==> src/rtl/dma_burst_planner.sv <==
module dma_burst_planner #(
  parameter int FIFO_BYTES = 256,
  parameter int ADDR_W     = 32,
  parameter int LEN_W      = 16,
  parameter int PBL_W      = 8
) (
  input  logic              clk,
  input  logic              rst_n,
  input  logic              start,
  input  logic [ADDR_W-1:0] start_addr,
  input  logic [LEN_W-1:0]  total_words,
  input  logic [PBL_W-1:0]  pbl,
  input  logic              fixed_mode,
  input  logic              align_mode,
  input  logic              mixed_mode,
  output logic              burst_valid,
  input  logic              burst_ready,
  output logic [ADDR_W-1:0] burst_addr,
  output logic [PBL_W-1:0]  burst_beats,
  output logic [2:0]        burst_type,
  output logic              pbl_err
);
  localparam int LIMIT = (FIFO_BYTES <= 128)  ? 8   :
                         (FIFO_BYTES <= 256)  ? 32  :
                         (FIFO_BYTES <= 512)  ? 64  :
                         (FIFO_BYTES <= 1024) ? 128 : (2**PBL_W) - 1;
  localparam logic [PBL_W-1:0] LIM = PBL_W'(LIMIT);
  localparam logic [PBL_W-1:0] B16 = PBL_W'(16);
  localparam logic [PBL_W-1:0] B8  = PBL_W'(8);
  localparam logic [PBL_W-1:0] B4  = PBL_W'(4);

  logic              active, first_q, fb_q, aal_q, mb_q;
  logic [ADDR_W-1:0] addr_q;
  logic [LEN_W-1:0]  rem_q;
  logic [PBL_W-1:0]  epbl_q, cap, gap, base, pgm, fb_src, src, beats;
  logic [2:0]        btype;

  wire [ADDR_W-3:0] wa        = addr_q[ADDR_W-1:2];
  wire [PBL_W-1:0]  req       = (pbl == '0) ? PBL_W'(1) : pbl;
  wire              accept    = active && burst_ready;

  assign cap    = (rem_q < LEN_W'(epbl_q)) ? PBL_W'(rem_q) : epbl_q;
  assign gap    = epbl_q - PBL_W'(wa % (ADDR_W-2)'(epbl_q));
  assign base   = (aal_q && first_q && gap < cap) ? gap : cap;
  assign pgm    = (epbl_q >= B16) ? B16 : (epbl_q >= B8) ? B8 : (epbl_q >= B4) ? B4 : PBL_W'(1);
  assign fb_src = (pgm < cap) ? pgm : cap;

  wire fixed_sel = fb_q || (mb_q && base <= B16);
  wire chk       = fb_q && aal_q;
  assign src     = fb_q ? fb_src : base;

  always_comb begin
    if (!fixed_sel)                                   beats = base;
    else if (src >= B16 && (!chk || wa[3:0] == 4'd0)) beats = B16;
    else if (src >= B8  && (!chk || wa[2:0] == 3'd0)) beats = B8;
    else if (src >= B4  && (!chk || wa[1:0] == 2'd0)) beats = B4;
    else                                              beats = PBL_W'(1);
  end

  always_comb begin
    if (!fixed_sel)          btype = 3'b001;
    else if (beats == B16)   btype = 3'b111;
    else if (beats == B8)    btype = 3'b101;
    else if (beats == B4)    btype = 3'b011;
    else                     btype = 3'b000;
  end

  always_ff @(posedge clk or negedge rst_n) begin
    if (!rst_n) begin
      active  <= 1'b0;
      first_q <= 1'b0;
      fb_q    <= 1'b0;
      aal_q   <= 1'b0;
      mb_q    <= 1'b0;
      addr_q  <= '0;
      rem_q   <= '0;
      epbl_q  <= PBL_W'(1);
      pbl_err <= 1'b0;
    end else if (!active) begin
      if (start) begin
        active  <= (total_words != '0);
        first_q <= 1'b1;
        fb_q    <= fixed_mode;
        aal_q   <= align_mode;
        mb_q    <= mixed_mode;
        addr_q  <= start_addr;
        rem_q   <= total_words;
        epbl_q  <= (req > LIM) ? LIM : req;
        if (req > LIM) pbl_err <= 1'b1;
      end
    end else if (accept) begin
      first_q <= 1'b0;
      addr_q  <= addr_q + (ADDR_W'(beats) << 2);
      rem_q   <= rem_q - LEN_W'(beats);
      if (rem_q == LEN_W'(beats)) active <= 1'b0;
    end
  end

  assign burst_valid = active;
  assign burst_addr  = addr_q;
  assign burst_beats = beats;
  assign burst_type  = btype;

  p_beats_bound_r4: assert property (@(posedge clk) disable iff (!rst_n)
    burst_valid |-> (burst_beats != '0 && burst_beats <= LIM));
  p_hold_r3: assert property (@(posedge clk) disable iff (!rst_n)
    (burst_valid && !burst_ready) |=>
      (burst_valid && $stable(burst_addr) && $stable(burst_beats) && $stable(burst_type)));
  p_advance_r3: assert property (@(posedge clk) disable iff (!rst_n)
    (burst_valid && burst_ready && rem_q > LEN_W'(burst_beats)) |=>
      (burst_valid && burst_addr == $past(burst_addr) + (ADDR_W'($past(burst_beats)) << 2)));
  p_err_sticky_r4: assert property (@(posedge clk) disable iff (!rst_n)
    pbl_err |=> pbl_err);
  p_mixed_long_r6: assert property (@(posedge clk) disable iff (!rst_n)
    (burst_valid && !fb_q && mb_q && burst_beats > B16) |-> burst_type == 3'b001);
  p_fixed_aligned_r9: assert property (@(posedge clk) disable iff (!rst_n)
    (burst_valid && fb_q && aal_q) |-> ((burst_addr[5:2] & 4'(burst_beats - PBL_W'(1))) == 4'd0));
  p_fixed_size_r8: assert property (@(posedge clk) disable iff (!rst_n)
    (burst_valid && fb_q) |-> (burst_beats == B16 || burst_beats == B8 ||
                               burst_beats == B4 || burst_beats == PBL_W'(1)));
endmodule

==> config.mk <==
export PLATFORM = sky130hd
export DESIGN_NAME = dma_burst_planner
export DESIGN_NICKNAME = d
export VERILOG_FILES = /design/src/rtl/dma_burst_planner.sv
export SDC_FILE = /design/constraint.sdc
export NUM_CORES = 1
export LEC_CHECK = 0
export ABC_CLOCK_PERIOD_IN_PS = 114000
export BUFFER_PORTS_ARGS = -buffer_cell sky130_fd_sc_hd__buf_2
export CORE_MARGIN = 2
export CORE_UTILIZATION = 50
export CTS_CLUSTER_DIAMETER = 150
export DETAILED_ROUTE_END_ITERATION = 10
export GPL_TIMING_DRIVEN = 1
export PLACE_DENSITY = 0.78
export SLEW_MARGIN = 20
export SYNTH_ARGS = -nofsm -noshare
export SYNTH_HDL_FRONTEND = slang
export SYNTH_SLANG_ARGS = --single-unit
==> constraint.sdc <==
create_clock -name clk -period 114 [get_ports clk]
set_input_delay 0 -clock clk [delete_from_list [all_inputs] [get_ports clk]]
set_output_delay 0 -clock clk [all_outputs]
set_load 0.02 [all_outputs]
# == Word level (Yosys, flattened, before mapping) ==
# Index checks and enable logic that the tools add are counted.
# op_classes
n_div,1
magnitude_cmp,11
n_addsub,3
muxes,30
reduce_logical,22
eq_ne,5
bitwise,1
# ops
cell,count
2-to-1 mux 32 bit,3
2-to-1 mux 8 bit,7
2-to-1 mux 16 bit,3
adder 32 x 10 -> 32 bit,1
modulo 30 x 8 -> 30 bit,1
equality test 16 x 8 -> 1 bit,1
greater-or-equal comparator 8 x 3 -> 1 bit (second input constant),2
greater-or-equal comparator 8 x 4 -> 1 bit (second input constant),2
greater-or-equal comparator 8 x 5 -> 1 bit (second input constant),2
less-than comparator 16 x 8 -> 1 bit,1
nonzero test 16 bit,1
subtractor 16 x 8 -> 16 bit,1
2-to-1 mux 3 bit,5
2-to-1 mux 5 bit,2
equality test 8 x 3 -> 1 bit (second input constant),1
equality test 8 x 4 -> 1 bit (second input constant),1
equality test 8 x 5 -> 1 bit (second input constant),1
> comparator 8 x 6 -> 1 bit (second input constant),1
<= comparator 8 x 5 -> 1 bit (second input constant),1
logical AND 1 bit,8
zero test 8 bit,1
less-than comparator 5 x 8 -> 1 bit,1
less-than comparator 8 bit,1
2-to-1 mux 4 bit,2
13 further kinds,23
# word_totals
reg_bits,62
elab_cells,82
output_inout_bits,45
in_bits,63

# == Longest topological paths before layout ==
# Gate-level depths: netlist of the first run.
# depth
word_depth,18
depth_mapped,449

# == Least setup slack after synthesis of the first run ==
# Ideal clock, no wire load.
# synth_path
path_type,flip-flop to flip-flop
startpoint,reg epbl_q[0]
endpoint,"reg addr_q[28], in the netlist burst_addr[28]"
t_arrival_ns,82.409
path_slack_ns,31.463
path_stages_with_launch,425
setup_time_ns,0.128
cell_sequence,dfstp_2 -> inv_1 -> ha_1 -> a41oi_1 -> a21oi_1 -> ha_1 -> or3_1 -> nand3_1 -> nor2_1 -> or3b_2 -> ha_1 -> a21oi_1 -> a211oi_1 -> o32ai_1 -> ha_1 -> o21a_1 -> o21a_1 -> a221oi_2 -> [389 not listed] -> o21a_1 -> mux2_4 -> o211a_1 -> o31ai_1 -> ha_1 -> a21o_1 -> a21oi_1 -> nor2b_1 -> o21a_1 -> o21a_1 -> o21ai_0 -> nand2b_1 -> and3_1 -> nand2_1 -> or2_2 -> nor2_1 -> a311oi_1 -> nor3_1
# synth_between
elab_chain_len,16
word_cells_on_any_way,32
# synth_lines
item,line,source
"start, declared",35,"logic [PBL_W-1:0] epbl_q, cap, gap, base, pgm, fb_src, src, beats;"
"start signal, assigned",88,epbl_q <= (req > LIM) ? LIM : req;
branches (longest 12 deep; another with modulo 30 x 8 -> 30 bit),--,
2-to-1 mux 8 bit *,53,if (!fixed_sel) beats = base;
net burst_beats[2],19,"output logic [PBL_W-1:0] burst_beats,"
adder 32 x 10 -> 32 bit *,93,addr_q <= addr_q + (ADDR_W'(beats) << 2);
2-to-1 mux 32 bit *,91,end else if (accept) begin
2-to-1 mux 32 bit *,79,end else if (!active) begin
"end signal, assigned",86,addr_q <= start_addr;
"end signal, assigned",93,
"end, declared",33,logic [ADDR_W-1:0] addr_q;
# Mark *: on every way through the listed nets, which the timed path passes. The select of a mux whose other input is x is not followed.
# A chain may end at the register's enable or synchronous reset.

# == Final worst setup path of the first run ==
# layout_path
startpoint,reg epbl_q[7]
endpoint,"reg addr_q[28], in the netlist burst_addr[28]"
# layout_between
elab_chain_len,16
word_cells_on_any_way,32
# layout_lines
item,line
branches (longest 12 deep; another with modulo 30 x 8 -> 30 bit),--
2-to-1 mux 8 bit *,53
adder 32 x 10 -> 32 bit *,93
2-to-1 mux 32 bit *,91
2-to-1 mux 32 bit *,79
# Every way passes the cells marked *. The select of a mux whose other input is x is not followed.

==> reports/metrics.csv, run 1 <==
metric,value,unit
ioPinCount,108,
synthFlopType,dfrtp_1,
cts-htree-levels,3,
grt_use_met1,39.7,%
crit_fanout,22,
cap_violations,0,
use_met2,50.0,%
reg2reg_slack,18.68,ns
cts_num_sinks,62,
synth-seq-cells,62,
fin_crit,95.32,ns
track_usage,30.2,%
gp_congestion,1.03,
slew-limit-headroom,29.5,%
yosysTopAreaCell,ha_1,
crit_top_cell,o21a_1,
layout-drive-gt1-share,9.83,%
status,"complete, no violations",
num_rows,76,
hold_violations,0,
final_cell_mix,"nor2_1, nand2_1, ha_1",
setup_violations,0,
die-area,45700,µm²
clk_pin_slew,0.06,ns
synth_cells,3104,
cp_data_arrival_time,95.55,ns
worst_pin_slew,1.05,ns
grt_overflow,0,
start_util,50.9,%
diodes,0,
slowest_stage,or4_1,
cts_tree,done,
fin_setup_tns,0,ns
synth_area_per_cell,7.09,µm²
clock_path_buffers,2,
syn-cell-area,22000,µm²
port_buffers,107,
hp-class,in -> reg,
critPathLaunch,epbl_q[7],
max_stage_delay,0.76,ns
post_drt_wl_per_cell,18.5,µm
drt_wl_total,70100,µm
synth_fp_nets,3425,
cts_buffers,9,
synth.area.top_cells,"ha_1, dfrtp_1, nor2_1, o21a_1, nand2_1",
worstReg2RegStart,epbl_q[7],
grt_first_pass_wirelength,115000,µm
rr_worst_depth,397,
cp-endpoint,burst_addr[28],
firstDrtPassIters,8,
grt_antenna_before_repair,1,
skew,0.0110,ns
final_common_cell,nor2_1,
fp.dieW,214,µm
yosysWarnings,0,
drc,0,
ys_types,123,
start_kind,register,
path_class,reg -> reg,
drt_iter0_markers,2203,
async_reset_ff_share,100,%
max_freq,10.5,MHz
dp_hpwl,54400,µm
final_max_slew_viol_count,0,
reg2reg_to,burst_addr[28],
fin_crit_sh,83.6,%
die_h,214,µm
ys_seq_area_share,7.06,%
rsz0062_at_grt,no,
ant_nets,0,
worstSetupEndpointType,register,
busiest_layer,met2,
cts_root_buf,clkbuf_16,
met3_usage,3.51,%
synth_edf_count,0,
viasPerCell,6.58,
vias,24871,
n_fill_cell,4085,
nNetsFinal,3510,
grt_max_degree,63,
cp_data_required_time,114.23,ns
area_growth,8.43,%
clock_latency,0.35,ns
cts.repair.resized,0,
grt_pass1_vias,23198,
post-synth-top-area-fraction,14.4,%
fp.coreArea,43300,µm²
[repair_timing]
action	4_1_cts	5_1_grt
buffers inserted	0	0
endpoints found under the setup margin	0	0
hold buffers	51	1
endpoints found under the hold margin	110	1
[state kept, by name, summed over array words and instances, names as in the netlist]
register     cells
burst_addr      32
rem_q           16
epbl_q           8
aal_q            1
burst_valid      1
fb_q             1
first_q          1
mb_q             1
pbl_err          1
[how the worst min path moves through the flow]
stage                    from        endpoint  slack, ns  cells after the start
2_1_floorplan           rst_n           aal_q      -0.30                      0
3_3_place_gp    start_addr[1]   burst_addr[1]       0.19                      3
3_5_place_dp       mixed_mode            mb_q       0.20                      3
4_1_cts                pbl[7]         pbl_err     0.0005                      4
5_1_grt        start_addr[13]  burst_addr[13]       0.04                      2
6_report               pbl[7]         pbl_err       0.03                      4
[metal layers]
metal	vias to the layer above	routed length (µm)	part of all wire, %
met2	1043	30900	44
met5	-	12	0.017
met3	205	5100	7.3
li1	12131	-	-
met1	11490	31000	44
met4	2	3020	4.3
[area by class of cell]
type / instances / area [µm²] / area share, %
multi-input cells: 2867 / 19800 / 82.9
flip-flops and latches: 62 / 1550 / 6.51
clock inverters: 6 / 85.1 / 0.357
inverters: 69 / 259 / 1.09
well taps: 585 / 732 / 3.07
repair buffers: 180 / 1210 / 5.09
clock buffers: 10 / 239 / 1.00
[critical path, delay by kind of cell (launching register included)]
| kind | cells | cell delay [ns] |
|---|---|---|
| AO/OA/AOI/OAI | 217 | 49.64 |
| flip-flops | 1 | 0.55 |
| adder cells (fa/ha/maj) | 33 | 10.25 |
| buffers and inverters | 19 | 1.56 |
| XOR/XNOR | 1 | 0.17 |
| AND/OR/NAND/NOR | 121 | 30.97 |
| multiplexers | 6 | 1.97 |
[cell usage after synthesis, types with 16 or more instances]
cell type / instances
o31ai_1: 70
nor3_1: 200
o211ai_1: 40
clkbuf_1: 81
nand2_1: 287
dfrtp_1: 61
or4_1: 18
ha_1: 254
nor4_1: 33
xnor2_1: 92
and2_1: 34
a21o_1: 84
o22ai_1: 26
o21a_1: 157
mux2i_1: 40
o21ai_0: 165
and3_1: 33
inv_1: 68
xor2_1: 46
or2_2: 31
o21ai_1: 25
mux2_2: 48
a21oi_1: 203
a311oi_1: 16
nor2_1: 316
or3_1: 45
nor2b_1: 36
a211oi_1: 46
a31oi_1: 40
nand2b_1: 36
nand4_1: 40
nand3_1: 79
[through the flow]
stage / util (%) / hold slack, ns / setup WS (ns) / cell area (µm²) / std cells
finish: 55.1 / 0.0301 / 18.68 / 23900 / 3779
global route: 55.1 / 0.0409 / 10.04 / 23900 / 3779
CTS: 55.1 / 0.000520 / 20.24 / 23800 / 3778
detailed placement: 53.2 / 0.202 / 20.63 / 23000 / 3711
global placement: 53.2 / 0.191 / 22.44 / 23000 / 3711
floorplan: - / -0.296 / 31.46 / 22000 / 3104
[kinds of logic after synthesis]
| family | synth area share (%) |
|---|---|
| flops | 7.06 |
| mux | 4.45 |
| compound gates | 36.1 |
| xor+xnor | 5.49 |
| fa+ha+maj | 14.9 |
| simple gates | 28.8 |
| buf+inv | 3.12 |
Power of run 1 is not shown: default switching activity piles up to over one toggle a cycle in this logic, so the estimate is an artifact.
==> run 2, diff against run 1 <==
--- a/config.mk
+++ b/config.mk
@@ -5,7 +5,7 @@
 export SDC_FILE = /design/constraint.sdc
 export NUM_CORES = 1
 export LEC_CHECK = 0
-export ABC_CLOCK_PERIOD_IN_PS = 114000
+export ABC_CLOCK_PERIOD_IN_PS = 96400
 export BUFFER_PORTS_ARGS = -buffer_cell sky130_fd_sc_hd__buf_2
 export CORE_MARGIN = 2
 export CORE_UTILIZATION = 50
==> constraint.sdc (replaced) <==
create_clock -name clk -period 96.4 [get_ports clk]
set_input_delay 0 -clock clk [delete_from_list [all_inputs] [get_ports clk]]
set_output_delay 0 -clock clk [all_outputs]
set_load 0.02 [all_outputs]
==> reports/metrics.csv, run 2 (same netlist as run 1, synthesis figures left out) <==
metric,value,unit
ioPinCount,108,
worst_pin_slew,1.05,ns
clock_path_buffers,2,
fp.dieW,214,µm
drt_iter0_markers,2103,
track_usage,29.7,%
vias,24868,
drt_wl_total,69800,µm
cts_root_buf,clkbuf_16,
max_stage_delay,0.64,ns
ant_nets,0,
cap_violations,0,
cts_buffers,9,
fp.coreArea,43300,µm²
grt_first_pass_wirelength,113000,µm
cts_tree,done,
crit_top_cell,o21a_1,
hold_violations,0,
final_common_cell,nor2_1,
post_drt_wl_per_cell,18.4,µm
cp_data_arrival_time,89.11,ns
seq_area,1550,µm²
final_max_slew_viol_count,0,
multiInputGateArea,20000,µm²
largest_reg_flops,32,
num_rows,76,
slew-limit-headroom,29.7,%
cts-htree-levels,3,
clock_latency,0.35,ns
grt_pass1_vias,22890,
path_class,reg -> reg,
firstDrtPassIters,6,
worstSetupEndpointType,register,
final_cell_mix,"nor2_1, nand2_1, ha_1",
hp-start,start_addr[22],
clk_pin_slew,0.06,ns
die-area,45700,µm²
critPathLaunch,epbl_q[5],
cts_num_sinks,62,
layout-drive-gt1-share,11.1,%
start_kind,register,
dp_cells,3709,
drc,0,
dp_hpwl,53800,µm
nNetsFinal,3517,
hp-class,in -> reg,
slowest_stage,or4_4,
viasPerCell,6.57,
utilization,55.6,%
grt_antenna_before_repair,1,
setup_violations,0,
gp_congestion,1.00,
start_util,50.9,%
grt_overflow,0,
area_growth,9.38,%
port_buffers,107,
cp_data_required_time,96.63,ns
die_h,214,µm
status,"complete, no violations",
skew,0.00920,ns
n_fill_cell,4118,
worstReg2RegStart,epbl_q[5],
crit_fanout,16,
fin_cells,3786,
fin_crit_sh,92.2,%
grt_max_degree,63,
max_freq,11.3,MHz
fin_crit,88.89,ns
[run 2: routing by layer]
| metal | up-vias | track usage, % | share of wire (%) |
|---|---|---|---|
| met5 | - | 0 | 0 |
| met4 | 0 | 8.86 | 2.8 |
| met3 | 139 | 2.97 | 6.6 |
| met2 | 935 | 50.1 | 45 |
| met1 | 11623 | 39.8 | 45 |
| li1 | 12171 | - | - |
[run 2: final timing paths]
check                                      end  slack (ns)  depth (start not counted)
worst min register to register         pbl_err        0.46                          1
max in group asynchronous       burst_addr[14]       95.44                          3
worst max register to register  burst_addr[28]        7.51                        403
worst max-delay path            burst_addr[28]        7.51                        403
worst min-delay path            burst_addr[22]       0.001                          3
min in group asynchronous        burst_addr[0]        0.42                          3
[run 2: stage by stage]
step	setup slack (ns)	cell area, µm²	hold WS, ns	setup TNS (ns)
after CTS	2.40	23800	0.000621	0
after detailed placement	2.70	23000	0.198	0
final	7.51	24100	0.000972	0
after global routing	-0.247	24100	0.00283	-0.934
after global placement	4.86	23000	0.191	0
after floorplan	13.86	22000	-0.296	0
[run 2: worst max-delay path, delay by kind of cell (launching register included)]
family                     cells  cell delay [ns]
adders and majority gates     33             9.92
xor gates and xnor gates       1             0.14
buffers and inverters         21             1.70
muxes                          7             2.27
and+or+nand+nor              121            25.68
DFF                            1             0.54
AOI/OAI and AO/OA            220            48.35
[run 2: repair_timing]
| item | 4_1_cts | 5_1_grt |
|---|---|---|
| setup buffers | 0 | 13 |
| resized for setup | 0 | 51 |
| hold buffers | 48 | 0 |
| setup endpoints to repair | 0 | 58 |
| endpoints found under the hold margin | 106 | 0 |
[run 2: layout make-up]
cell class / instances / area share [%]
Sequential cell: 62 / 6.45
Clock inverter: 4 / 0.198
Clock buffer: 11 / 1.01
Antenna cell: 1 / 0.0104
Tap cell: 585 / 3.04
Timing Repair Buffer: 187 / 5.22
Multi-Input combinational cell: 2867 / 83.0
Inverter: 69 / 1.08
Power of run 2 is left out for the same reason.
